$ cat src/rtl/devreg_pkg.sv
package devreg_pkg;

    typedef enum logic [3:0] {
        SEL_NONE,
        SEL_GUARD,
        SEL_T32,
        SEL_T64_LO,
        SEL_T64_HI,
        SEL_IRQ,
        SEL_CTRL,
        SEL_PCOUNT,
        SEL_LINK_LO,
        SEL_LINK_HI,
        SEL_PEN_LO,
        SEL_PEN_HI
    } reg_sel_e;

    localparam logic [31:0] GUARD_MARK = 32'hDEAD_BABE;

    // byte offsets of the word registers
    localparam logic [15:0] OFS_GUARD_END = 16'h0010;
    localparam logic [15:0] OFS_T32       = 16'h0010;
    localparam logic [15:0] OFS_T64       = 16'h0018;
    localparam logic [15:0] OFS_IRQ       = 16'h0020;
    localparam logic [15:0] OFS_CTRL      = 16'h0300;
    localparam logic [15:0] OFS_PCOUNT    = 16'h0304;
    localparam logic [15:0] OFS_LINK      = 16'h0310;
    localparam logic [15:0] OFS_PEN       = 16'h0318;

    // bits 0 and 63 of the port masks are never live
    localparam logic [63:0] PORT_LIVE_MASK = 64'h7FFF_FFFF_FFFF_FFFE;

endpackage

$ cat src/rtl/devreg_decode.sv
module devreg_decode
    import devreg_pkg::*;
#(
    parameter int ADDR_W = 13
) (
    input  logic [ADDR_W-1:0] addr,
    output reg_sel_e          sel
);
    logic [15:0] base;

    always_comb begin
        base = 16'({addr[ADDR_W-1:2], 2'b00});
        sel  = SEL_NONE;
        if (base < OFS_GUARD_END) begin
            sel = SEL_GUARD;
        end else begin
            unique case (base)
                OFS_T32:           sel = SEL_T32;
                OFS_T64:           sel = SEL_T64_LO;
                OFS_T64 + 16'd4:   sel = SEL_T64_HI;
                OFS_IRQ:           sel = SEL_IRQ;
                OFS_CTRL:          sel = SEL_CTRL;
                OFS_PCOUNT:        sel = SEL_PCOUNT;
                OFS_LINK:          sel = SEL_LINK_LO;
                OFS_LINK + 16'd4:  sel = SEL_LINK_HI;
                OFS_PEN:           sel = SEL_PEN_LO;
                OFS_PEN + 16'd4:   sel = SEL_PEN_HI;
                default:           sel = SEL_NONE;
            endcase
        end
    end
endmodule

$ cat src/rtl/devreg_wide.sv
module devreg_wide #(
    parameter int          W         = 64,
    parameter logic [63:0] KEEP_MASK = '1,
    parameter bit          DOUBLE    = 1'b0
) (
    input  logic           clk,
    input  logic           rst_n,
    input  logic           wr_lo,
    input  logic           wr_hi,
    input  logic [W/2-1:0] wdata,
    output logic [W-1:0]   value,
    output logic [W-1:0]   view
);
    localparam int HALF = W / 2;

    typedef struct packed {
        logic [HALF-1:0] shadow;
        logic [W-1:0]    val;
    } wide_st_t;

    wide_st_t st_d, st_q;

    always_comb begin
        st_d = st_q;
        if (wr_lo) begin
            st_d.shadow = wdata;
        end
        if (wr_hi) begin
            st_d.val = {wdata, st_q.shadow} & KEEP_MASK[W-1:0];
        end
    end

    always_ff @(posedge clk) begin
        if (!rst_n) begin
            st_q <= '0;
        end else begin
            st_q <= st_d;
        end
    end

    assign value = st_q.val;

    generate
        if (DOUBLE) begin : g_double
            assign view = {st_q.val[W-2:0], 1'b0};
        end else begin : g_plain
            assign view = st_q.val;
        end
    endgenerate

    AST_LO_HOLDS: assert property (@(posedge clk) disable iff (!rst_n)
        (wr_lo && !wr_hi) |=> $stable(value));
    AST_HI_COMMITS: assert property (@(posedge clk) disable iff (!rst_n)
        wr_hi |=> (value[W-1:HALF] == ($past(wdata) & KEEP_MASK[W-1:HALF])));

endmodule

$ cat src/rtl/devreg_bank.sv
module devreg_bank
    import devreg_pkg::*;
#(
    parameter int ADDR_W    = 13,
    parameter int VEC_W     = 8,
    parameter int NUM_PORTS = 62
) (
    input  logic              clk,
    input  logic              rst_n,
    input  logic              bus_valid,
    input  logic              bus_write,
    input  logic [ADDR_W-1:0] bus_addr,
    input  logic [31:0]       bus_wdata,
    output logic              bus_ready,
    output logic              rsp_valid,
    output logic [31:0]       rsp_rdata,
    input  logic [63:0]       link_up,
    output logic [63:0]       port_en,
    output logic              soft_rst,
    output logic              irq_pulse,
    output logic [VEC_W-1:0]  irq_vec
);
    localparam int DATA_W = 32;
    localparam int WIDE_W = 2 * DATA_W;

    typedef struct packed {
        logic [DATA_W-1:0] t32;
        logic [VEC_W-1:0]  vec;
        logic              irq;
        logic              rst;
        logic              rvalid;
        logic [DATA_W-1:0] rdata;
    } bank_st_t;

    bank_st_t st_d, st_q;

    reg_sel_e          sel;
    logic              wr_en;
    logic              rd_en;
    logic [WIDE_W-1:0] t64_val;
    logic [WIDE_W-1:0] t64_view;
    logic [WIDE_W-1:0] pen_val;
    logic [WIDE_W-1:0] pen_view;
    logic [WIDE_W-1:0] link_seen;
    logic [DATA_W-1:0] rd_mux;

    devreg_decode #(.ADDR_W(ADDR_W)) u_decode (
        .addr (bus_addr),
        .sel  (sel)
    );

    assign wr_en = bus_valid && bus_write;
    assign rd_en = bus_valid && !bus_write;

    devreg_wide #(.W(WIDE_W), .KEEP_MASK('1), .DOUBLE(1'b1)) u_t64 (
        .clk   (clk),
        .rst_n (rst_n),
        .wr_lo (wr_en && (sel == SEL_T64_LO)),
        .wr_hi (wr_en && (sel == SEL_T64_HI)),
        .wdata (bus_wdata),
        .value (t64_val),
        .view  (t64_view)
    );

    devreg_wide #(.W(WIDE_W), .KEEP_MASK(PORT_LIVE_MASK), .DOUBLE(1'b0)) u_pen (
        .clk   (clk),
        .rst_n (rst_n),
        .wr_lo (wr_en && (sel == SEL_PEN_LO)),
        .wr_hi (wr_en && (sel == SEL_PEN_HI)),
        .wdata (bus_wdata),
        .value (pen_val),
        .view  (pen_view)
    );

    assign link_seen = link_up & PORT_LIVE_MASK;

    always_comb begin
        unique case (sel)
            SEL_GUARD:   rd_mux = GUARD_MARK;
            SEL_T32:     rd_mux = {st_q.t32[DATA_W-2:0], 1'b0};
            SEL_T64_LO:  rd_mux = t64_view[DATA_W-1:0];
            SEL_T64_HI:  rd_mux = t64_view[WIDE_W-1:DATA_W];
            SEL_IRQ:     rd_mux = DATA_W'(st_q.vec);
            SEL_PCOUNT:  rd_mux = DATA_W'(NUM_PORTS);
            SEL_LINK_LO: rd_mux = link_seen[DATA_W-1:0];
            SEL_LINK_HI: rd_mux = link_seen[WIDE_W-1:DATA_W];
            SEL_PEN_LO:  rd_mux = pen_view[DATA_W-1:0];
            SEL_PEN_HI:  rd_mux = pen_view[WIDE_W-1:DATA_W];
            default:     rd_mux = '0;
        endcase
    end

    always_comb begin
        st_d        = st_q;
        st_d.irq    = 1'b0;
        st_d.rst    = 1'b0;
        st_d.rvalid = rd_en;
        if (rd_en) begin
            st_d.rdata = rd_mux;
        end
        if (wr_en) begin
            unique case (sel)
                SEL_T32: st_d.t32 = bus_wdata;
                SEL_IRQ: begin
                    st_d.vec = bus_wdata[VEC_W-1:0];
                    st_d.irq = 1'b1;
                end
                SEL_CTRL: st_d.rst = bus_wdata[0];
                default: ;
            endcase
        end
    end

    always_ff @(posedge clk) begin
        if (!rst_n) begin
            st_q <= '0;
        end else begin
            st_q <= st_d;
        end
    end

    assign bus_ready = 1'b1;
    assign rsp_valid = st_q.rvalid;
    assign rsp_rdata = st_q.rdata;
    assign port_en   = pen_val;
    assign soft_rst  = st_q.rst;
    assign irq_pulse = st_q.irq;
    assign irq_vec   = st_q.vec;

    AST_GUARD_MARK: assert property (@(posedge clk) disable iff (!rst_n)
        $past(rd_en && (sel == SEL_GUARD)) |-> (rsp_rdata == GUARD_MARK));
    AST_UNMAPPED_ZERO: assert property (@(posedge clk) disable iff (!rst_n)
        $past(rd_en && (sel == SEL_NONE)) |-> (rsp_rdata == '0));
    AST_IRQ_CAUSE: assert property (@(posedge clk) disable iff (!rst_n)
        irq_pulse |-> $past(wr_en && (sel == SEL_IRQ)));
    AST_PORT_EDGES: assert property (@(posedge clk) disable iff (!rst_n)
        !port_en[0] && !port_en[WIDE_W-1]);
    AST_RST_CAUSE: assert property (@(posedge clk) disable iff (!rst_n)
        soft_rst |-> $past(wr_en && (sel == SEL_CTRL) && bus_wdata[0]));
    AST_RSP_AFTER_READ: assert property (@(posedge clk) disable iff (!rst_n)
        rsp_valid |-> $past(rd_en));
    AST_READ_ANSWERED: assert property (@(posedge clk) disable iff (!rst_n)
        rd_en |=> rsp_valid);

endmodule

$ cat config.mk
export PLATFORM = sky130hd
export DESIGN_NAME = devreg_bank
export DESIGN_NICKNAME = d
export VERILOG_FILES = /design/src/rtl/devreg_pkg.sv /design/src/rtl/devreg_decode.sv /design/src/rtl/devreg_wide.sv /design/src/rtl/devreg_bank.sv
export SDC_FILE = /design/constraint.sdc
export NUM_CORES = 1
export LEC_CHECK = 0
export BUFFER_PORTS_ARGS = -buffer_cell sky130_fd_sc_hd__buf_2
export CORE_AREA = 4 4 182 167
export DETAILED_ROUTE_END_ITERATION = 16
export DIE_AREA = 0 0 186 171
export PLACE_DENSITY = 0.66
export REMOVE_ABC_BUFFERS = 1
export SYNTH_ARGS = -nofsm -noshare
export SYNTH_HDL_FRONTEND = slang
export SYNTH_SLANG_ARGS = --single-unit
export TNS_END_PERCENT = 10
$ cat constraint.sdc
create_clock -name clk -period 2.7 [get_ports clk]
set_input_delay 0.675 -clock clk [delete_from_list [all_inputs] [get_ports clk]]
set_output_delay 0.675 -clock clk [all_outputs]
set_load 0.02 [all_outputs]
Word level (Yosys, flattened, before mapping). Cells that the tools add are included. W data, S select, Z words.

Register bits: 263. Bits of input ports: 113. Word-level logic and storage cells: 47. Output and inout port bits: 108.

Multiplexer cells: 4. Eq/ne operators: 21. $lt $le $gt $ge: 1. Reductions and logical operators: 11.

Operators by type and width (count): $pmux W32 S10 (1); $eq A11 B8 Y1 const B (6); $pmux W4 S10 (1); $eq A11 B3 Y1 const B (3); $eq A4 B3 Y1 const B (4); $eq A4 B4 Y1 const B (4); $lt A13 B5 Y1 const B (1); $eq A11 B4 Y1 const B (1); $eq A4 B2 Y1 const B (2); $logic_and A1 B1 Y1 (6); $reduce_and A2 Y1 (3); $eq A4 B1 Y1 const B (1); $mux W4 (1); $reduce_and A3 Y1 (1); $logic_not A1 Y1 (1); $mux W1 (1).

Logic depth before layout (Yosys ltp).
Depth after elaboration: 5. Mapped depth: 10.

Hierarchy. From an unflattened synthesis, not the netlist that was laid out.

Cells, all modules: 1486. Area total of the unflattened synthesis: 14333.7 um^2.

By module, submodules not included: devreg_bank (instances 1, cells each 594, area an instance 4977.3 um^2, sequential area each 1481.4 um^2); devreg_wide (u_t64) (instances 1, cells each 438, area an instance 4668.2 um^2, sequential area each 1921.8 um^2); devreg_wide (u_pen) (instances 1, cells each 429, area an instance 4524.3 um^2, sequential area each 1861.8 um^2); devreg_decode (instances 1, cells each 25, area an instance 163.9 um^2, sequential area each 0.0 um^2).

Least setup slack after synthesis. No wires, ideal clock.

Path kind: input to register. Start point: input port bus_addr[7]. End point: register st_q, in the netlist rsp_rdata[30]. Data arrival time: 2206 ps. Buffers on the path: 1. Cell stages on the path: 6. Setup time: 134 ps. Setup slack: 359 ps. Data required time: 2566 ps. Cell sequence: or4_1 -> buf_2 -> or4_4 -> and4b_1 -> a311oi_1 -> a211oi_1.

Word-level cells in the longest chain between the ends: 5. Elaborated cells between the ends (all ways): 24. Those cells by class: order compare (1); eq/ne (20); mux (3).

Ends and longest elaborated chain: from (decl) (RTL line devreg_bank.sv:12) `input logic [ADDR_W-1:0] bus_addr,`; branches (longest 2 deep; another with $lt A13 B5 Y1); $mux W4 * (RTL line devreg_decode.sv:14) `if (base < OFS_GUARD_END) begin`; $eq A4 B4 Y1 (tied with other cells) (RTL line devreg_bank.sv:78) `unique case (sel)`; $pmux W32 S10 * (RTL line devreg_bank.sv:78); to (signal assigned) (RTL line devreg_bank.sv:118) `st_q <= st_d;`; to (decl) (RTL line devreg_bank.sv:35) `bank_st_t st_d, st_q;`.

Mark *: on every way between the ends. A chain may end at the register's enable or synchronous reset.

Worst setup path in the final report.
Start point: input port bus_addr[8]. End point: register st_q, in the netlist rsp_rdata[25].

Same word-level chain as after synthesis.

==> summary.txt <==
Die
  • Die Wd: 186 um
  • I/O pins: 221
  • Core Region: 28500 um2
  • Initial Utilization: 44.5%
  • Die H: 171 um
  • Std-Cell Rows: 59
  • DIE AREA: 31800 um2

CTS
  • Clk slew on worst S/H paths: 0.06 ns
  • H-Tree Depth: 1
  • Inserted Clock Buffers: 29
  • Setup bufs post-CTS: 0
  • CTS Buffer Depth: 3
  • Hold bufs inserted after CTS: 0
  • Clk sinks: 262
  • Root Buffer: clkbuf_16
  • Clock latency on the worst-skew pair: 0.54 ns
  • CTS tree: yes
  • Post-CTS sizing: 0

Critical path
  • Worst path top cell family by delay: buffers and inverters
  • Worst EP arrival: 2.56 ns
  • Reg2reg setup slack: 1.19 ns
  • Reg2reg path depth: 5
  • CP Class: input port to flip-flop
  • Worst path cell trace: buf_2, nor4_2, buf_4, buf_4, o21ai_1, buf_4, nor2_2, buf_4, a21oi_1, a32oi_1
  • Critical Path Start: bus_addr[8]
  • Crit path required time: 3.15 ns
  • CP Depth: 10
  • Setup crit start kind: input port
  • Crit. End Element: flip-flop
  • Crit path capture: rsp_rdata[25]
  • CP dominant cell by count: buf_4
  • FF-to-FF End: rsp_rdata[7]
  • Worst path bufs/invs: 5
  • CP max stage delay: 0.31 ns
  • Max FO, Critical Path: 15
  • Worst r2r src: u_t64.value[38]
  • Slowest cell on the critical path: buf_4

Final layout
  • Final core utilization: 51.6%
  • Antenna Diode Count: 0
  • Sequential Area: 5250 um2
  • Number of fill cells: 2717
  • Syn-to-layout area delta: 16.1%
  • Area of the multi-input gates: 6110 um2
  • Design area: 14700 um2
  • Net count, final: 1780
  • Finished Layout Cells: 2054
  • Ratio of cells with drive above 1 in the final layout: 22.7%

Yosys
  • Largest area contributor in the netlist: dfxtp_1
  • Number of synthesized flops with an enable pin: 0
  • Synthesized area: 12700 um2
  • Distinct cell type count after synthesis: 56
  • #FFs+latches synth: 262
  • Top cells by area, synth: dfxtp_1 41%, nand2_1 13%, a21boi_0 7.9%
  • Ys Warns: 0
  • Syn Area/Cell: 8.11 um2
  • Most common cell in the netlist: nand2_1
  • Main flop type after synthesis: dfxtp_1
  • Cells after Synth: 1563
  • FFs w/ async S/R, synth: 0%
  • Register area share after synthesis: 41.4%
  • Synth top cells by count: 431 x nand2_1, 262 x dfxtp_1, 133 x a21boi_0, 109 x buf_4, 86 x a21boi_1
  • Area share of the largest cell type after synthesis: 41.4%

Pwr
  • VDD IR max: 0.000436 V
  • Pwr/cell area: 569 nW/um2
  • LEAKAGE: 0.00540 uW

Route
  • Drt drc: 0
  • Post-DRT Antenna Nets: 0
  • Vias: 11670
  • Via density: 5.68
  • Wirelength, routed: 43300 um
  • DR WL/cell: 21.1 um
  • 1st-iter DRT viols: 1103
  • First drt pass iteration count: 5

Global routing
  • Largest net degree at the start of global routing: 76
  • GR Layer Usage met3: 4.95%
  • First-pass GRT wire length: 64600 um
  • Met2 Resource Use GR: 41.7%
  • Vias in the first global route: 11082
  • GRT busiest layer: met2
  • Grt total ovfl: 0
  • Initial antenna violation count: 0
  • Tot GR Track Use: 26.1%
  • GR Util met1: 35.7%

STA
  • Final Max Tran Viols: 0
  • Worst slew pin tran: 0.673 ns
  • Tcrit/Tclk final: 78.2%
  • # setup viols final: 0
  • Max-slew headroom: 55.2%
  • Max frequency: 473 MHz
  • Fin crit period: 2.11 ns
  • RSZ-0062 raised after global routing: no
  • Final hold violations: 0
  • Worst Skew: 0.00803 ns

Worst hold path
  • Worst Hold Depth: 3
  • HP Class: input port to flip-flop

Placed design
  • Hpwl dp: 29500 um
  • RePlAce Congestion: 0.883
  • Dpl cell area: 13700 um2
  • DP Cell Count: 2002
  • IO buf count: 213

Run
  • Max-cap violation count: 0

Outcome
  • Status: completed
-- how the worst min path moves through the flow --
stage,from,to,slack (ns)
after floorplan,u_t64.value[21],u_t64.value[21],0.43
after global placement,u_t64.st_q[66],u_t64.value[2],0.44
after detailed placement,u_pen.st_q[90],u_pen.value[26],0.44
after CTS,bus_wdata[31],u_pen.st_q[95],0.39
after global routing,bus_wdata[31],u_pen.st_q[95],0.40
final,bus_wdata[31],u_pen.st_q[95],0.41
-- flip-flops by register name, summed over array words and instances, names as in the netlist --
| register | count |
|---|---|
| u_t64.value | 63 |
| u_pen.value | 62 |
| rsp_rdata | 32 |
| u_t64.st_q | 32 |
| st_q | 31 |
| u_pen.st_q | 31 |
| irq_vec | 8 |
| irq_pulse | 1 |
| rsp_valid | 1 |
| soft_rst | 1 |
-- through the flow --
| step | total power [uW] | setup WS [ns] | TNS (ns) | hold slack (ns) |
|---|---|---|---|---|
| 2_1_floorplan | 4100 | -2.77 | -421.21 | 0.430 |
| 3_3_place_gp | 4440 | 0.0571 | 0 | 0.435 |
| 3_5_place_dp | 4440 | 0.0480 | 0 | 0.443 |
| 4_1_cts | 8430 | 0.610 | 0 | 0.390 |
| 5_1_grt | 8610 | 0.449 | 0 | 0.405 |
| 6_report | 8370 | 0.588 | 0 | 0.408 |
-- layer usage --
layer  part of all wire, %  wire [um]
met2                    45      19400
met3                   8.8       3800
met5                  0.23         99
met1                    43      18500
met4                   3.3       1430
-- power by group --
group | switching [uW] | internal, uW
Sequential | 1.72 | 3870
Combinational | 306 | 184
Clock | 1580 | 2440
-- cell families (layout without fill, tap and decap cells) --
kind of cell / Yosys count / count (layout) / synth area share [%]
other: 2 / 3 / 0.0593
flip-flops: 262 / 262 / 41.4
buffers and inverters: 236 / 360 / 10.7
AO/OA/AOI/OAI: 414 / 414 / 23.7
AND/OR/NAND/NOR: 611 / 611 / 20.9
XOR/XNOR: 1 / 1 / 0.0691
multiplexers: 37 / 37 / 3.10
-- cell type report --
cell class | instances | share of cell area [%]
clock inverters | 4 | 0.340
multi-input cells | 1066 | 41.5
inverters | 6 | 0.153
repair buffers | 302 | 12.8
clock buffers | 48 | 6.37
well taps | 366 | 3.11
flip-flops and latches | 262 | 35.6
-- tightest hold or removal path, delay by kind of cell --
family | cells | cell delay [ns]
AO/OA/AOI/OAI | 1 | 0.07
buffers and inverters | 1 | 0.11
AND/OR/NAND/NOR | 1 | 0.04
-- placed cells by master, fill, tap and decap left out, types with 8 or more instances in the layout --
cell type,netlist,routed
a211oi_1,15,15
clkbuf_8,0,14
buf_12,0,12
buf_4,109,77
clkbuf_16,0,29
a21boi_1,86,86
a22oi_1,14,14
a21oi_1,32,32
o21ai_0,43,43
nor2b_1,14,14
dfxtp_1,262,262
nand4_1,8,8
a221oi_1,18,18
nand3_1,67,66
mux2i_1,19,19
a21boi_0,133,133
nand2_1,431,431
and2_1,15,15
nor2_1,33,33
mux2_2,18,18
buf_2,50,212
a32oi_1,33,33
Note: power is estimated with default switching activity, not from simulation.
